[src/rtl/eprom_pkg.sv]
package eprom_pkg;
   typedef enum logic [2:0] {
      MODE_READ      = 3'd0,
      MODE_DISABLE   = 3'd1,
      MODE_STANDBY   = 3'd2,
      MODE_PROGRAM   = 3'd3,
      MODE_VERIFY    = 3'd4,
      MODE_INHIBIT   = 3'd5,
      MODE_SIGNATURE = 3'd6
   } eprom_mode_e;

   function automatic logic mode_drives(eprom_mode_e m);
      return (m == MODE_READ) || (m == MODE_VERIFY) || (m == MODE_SIGNATURE);
   endfunction
endpackage

[src/rtl/eprom_out_mux.sv]
module eprom_out_mux
   import eprom_pkg::*;
#(
   parameter int                DATA_W    = 8,
   parameter logic [DATA_W-1:0] MFR_CODE  = 8'h20,
   parameter logic [DATA_W-1:0] DEV_CODE  = 8'h61,
   parameter bit                IDLE_ZERO = 1'b1
) (
   input  eprom_mode_e       mode,
   input  logic              sel_dev,
   input  logic [DATA_W-1:0] cell_data,
   output logic [DATA_W-1:0] dq,
   output logic              dq_oe
);
   logic [DATA_W-1:0] active_val;

   assign dq_oe      = mode_drives(mode);
   assign active_val = (mode == MODE_SIGNATURE) ? (sel_dev ? DEV_CODE : MFR_CODE)
                                                : cell_data;

   if (IDLE_ZERO) begin : g_idle_zero
      assign dq = dq_oe ? active_val : '0;
   end else begin : g_idle_pass
      assign dq = active_val;
   end
endmodule

[config.mk]
export PLATFORM = sky130hd
export DESIGN_NAME = eprom_out_mux
export DESIGN_NICKNAME = d
export VERILOG_FILES = /design/src/rtl/eprom_pkg.sv /design/src/rtl/eprom_out_mux.sv
export SDC_FILE = /design/constraint.sdc
export NUM_CORES = 1
export LEC_CHECK = 0
export ABC_CLOCK_PERIOD_IN_PS = 800
export BUFFER_PORTS_ARGS = -buffer_cell sky130_fd_sc_hd__buf_2
export CORE_AREA = 4 4 41 43
export DETAILED_ROUTE_END_ITERATION = 10
export DIE_AREA = 0 0 45 47
export PLACE_DENSITY_LB_ADDON = 0.3
export SETUP_SLACK_MARGIN = 0.4
export SLEW_MARGIN = 10
export SYNTH_ARGS = -nofsm -noshare
export SYNTH_HDL_FRONTEND = slang
export SYNTH_SLANG_ARGS = --single-unit
[constraint.sdc]
create_clock -name vclk -period 0.8
set_input_delay 0.08 -clock vclk [all_inputs]
set_output_delay 0.08 -clock vclk [all_outputs]
set_load 0.05 [all_outputs]
==> summary.md <==
| Metric | Value |
|---|---|
| Comb power frac | between 90% and 100% |
| 1st-pass router iterations | 1 |
| Maximum VDD drop | 0.3128 mV |
| Hold Buf Count CTS | 0 |
| Met1 usage in global routing | 5.843% |
| RSZ-0062 raised after global routing | yes |
| Largest net degree at the start of global routing | 8 |
| DR iter-0 viols | 0 |
| Outcome | finished, violations left |
| PD cells | 687.6 mW/mm2 |
| Final ANT Viol Nets | 0 |
| Layout cells sized above 1 | 91.67% |
| Largest family of logic cells by synthesized area | simple AND/OR/NAND/NOR gates |
| Failing checks | negative setup slack |
| CP Class | input port to primary output |
| Required time of the critical path | 0.72 ns |
| Post-CTS Setup Repair Bufs | 0 |
| Final hold violation count | 0 |
| Sequential group share of total power | 0% |
| Relative slew slack | 83.34% |
| Syn Inst Count | 13 |
| Row count | 13 |
| Max_cap viols | 0 |
| Fin cells | 51 |
| Detailed Route WL | 467 um |
| Slew @ Worst Pin | 0.2430 ns |
| Seq_cells | 0 |
| Die height | between 40 and 50 um |
| Critical path peak fanout | 2 |
| I/O Buffers | 21 |
| Crit share post-route | 102.0% |
| Gr usage total | 4.327% |
| Nets | 50 |
| Clock power frac | 0% |
| Multiplexer share of the synthesized area | 11.76% |
| Area Growth Syn to Fin | 336.8% |
| Overall power | roughly 260 uW |
| Switching share of power | 52.68% |
| Setup TNS Final | -0.03109 ns |
| Critical path origin | sel_dev |
| Via count | between 150 and 200 |
| Initial Util | about 6.5% |
| Post-synthesis simple-gate area fraction | 60.29% |
| Initial antenna violation count | 0 |
| Static Leakage | about 0.19 nW |
| Final Util | 28.56% |
| Mean Syn Cell Area | 6.545 um2 |
| Post-Synth XOR/XNOR Area | 0% |
| GRT Residual Overflow | 0 |
| Critical path endpoint category | primary output |
| GPL Wtd Cong | 0.6148 |
| Post-synthesis sequential area ratio | 0% |
| Number of clock buffers in the layout | 0 |
| Diode count | 0 |
| F_max | 1.226 GHz |
| Synth Cell Area | 85.08 um2 |
| Global route hottest layer | met2 |
| M3 GR Usage | 2.682% |
| Area occupied by multi-input gates | 132.6 um2 |
| Vias per inst | 3.725 |
| Fill cells | approximately 140 |
| Area share of fa/ha/maj cells after synthesis | 0% |
| Horiz. Die Dim | approximately 45 um |
| HP Class | input port to primary output |
| Reg area | 0 um2 |
| Mapped Nets | 25 |
| Vias in the first global route | 184 |
| Max-slew violation count | 0 |
| Dpl cells | 51 |
| GRT met2 Usage | 6.215% |
| Core area | 0.001301 mm2 |
| First-pass GRT wire length | 703 um |
| I/O pin count | 21 |
| Drt wl/cell | 9.157 um |
| CP startpoint kind | input port |
| Setup slack after layout | -0.01577 ns |
| Die area | approximately 0.0021 mm2 |
| Post-synthesis compound-gate area fraction | 23.53% |
| Internal power | 120.9 uW |
| Synth unique cells | 8 |
| Min cycle time layout | 0.8158 ns |
| Sw power | 134.6 uW |
| CP Data Arrival Time | 0.74 ns |
| Final setup vio count | 2 |
| Dpl hpwl | 410.6 um |
| DRC viols | 0 |
| Yosys warns | 0 |
| End of the critical path | dq[0] |
area by class of cell:
| type | instances | area share [%] |
|---|---|---|
| tap | 15 | 5.051 |
| inverter | 1 | 1.010 |
| timing repair buffer | 23 | 58.25 |
| multi-input combinational | 12 | 35.69 |
power groups by stage:
stage | registers, mW | clock network [mW] | logic (mW)
after global routing | 0 | 0 | 0.269
after detailed placement | 0 | 0 | 0.203
after global placement | 0 | 0 | 0.203
after floorplan | 0 | 0 | 0.133
final | 0 | 0 | 0.256
after CTS | 0 | 0 | 0.258
worst min-delay path by stage:
stage	startpoint	endpoint	slack, ns	cells past startpoint
finish	cell_data[0]	dq[0]	0.49	3
detailed placement	cell_data[3]	dq[3]	0.57	3
floorplan	mode[0]	dq_oe	0.21	1
CTS	cell_data[0]	dq[0]	0.50	3
global placement	cell_data[3]	dq[3]	0.57	3
global route	cell_data[1]	dq[1]	0.51	3
through the flow:
stage,area (um2),worst slack [ns],hold slack [ns]
4_1_cts,371.6,-0.01632,0.4975
3_5_place_dp,275.3,-0.1407,0.5727
5_1_grt,371.6,-0.04466,0.5061
2_1_floorplan,136.4,0.1830,0.2121
6_report,371.6,-0.01577,0.4930
3_3_place_gp,275.3,-0.1368,0.5713
Yosys cell counts:
| cell | count | share of area [%] |
|---|---|---|
| a21oi_1 | 1 | 5.9 |
| mux2i_1 | 1 | 12 |
| and4b_1 | 1 | 12 |
| nor2_1 | 1 | 4.4 |
| nor2_2 | 1 | 7.4 |
| a21o_1 | 2 | 18 |
| inv_1 | 1 | 4.4 |
| and2_1 | 5 | 37 |
critical path, cell delays in order:
cell and delay, ns:
buf_2 0.09, and4b_1 0.22, a21o_4 0.19, buf_8 0.14
cells in the final DEF, fill, tap and decap left out:
cell,instances
buf_2,11
buf_8,9
and2_4,5
nor2_4,2
a21o_4,2
buf_4,2
inv_1,1
a21oi_4,1
and4b_1,1
mux2i_1,1
buf_6,1
layer usage:
layer / routed length (um) / part of all wire [%] / up-vias
met4: 0 / 0 / 0
met5: 0 / 0 / -
li1: - / - / 91
met2: 177 / 38 / 21
met3: 136 / 29 / 0
met1: 152 / 33 / 78
timing repair:
action                     CTS  global route
setup endpoints to repair    9             9
gates cloned                 0             0
gates resized for setup     29             0
pin swaps                    4             4
cell families (layout without fill, tap and decap cells):
| family | after synthesis | count (layout) |
|---|---|---|
| and+or+nand+nor | 8 | 8 |
| AOI/OAI and AO/OA | 3 | 3 |
| muxes | 1 | 1 |
| buffers and inverters | 1 | 24 |
Note: power is estimated with default switching activity, not from simulation.
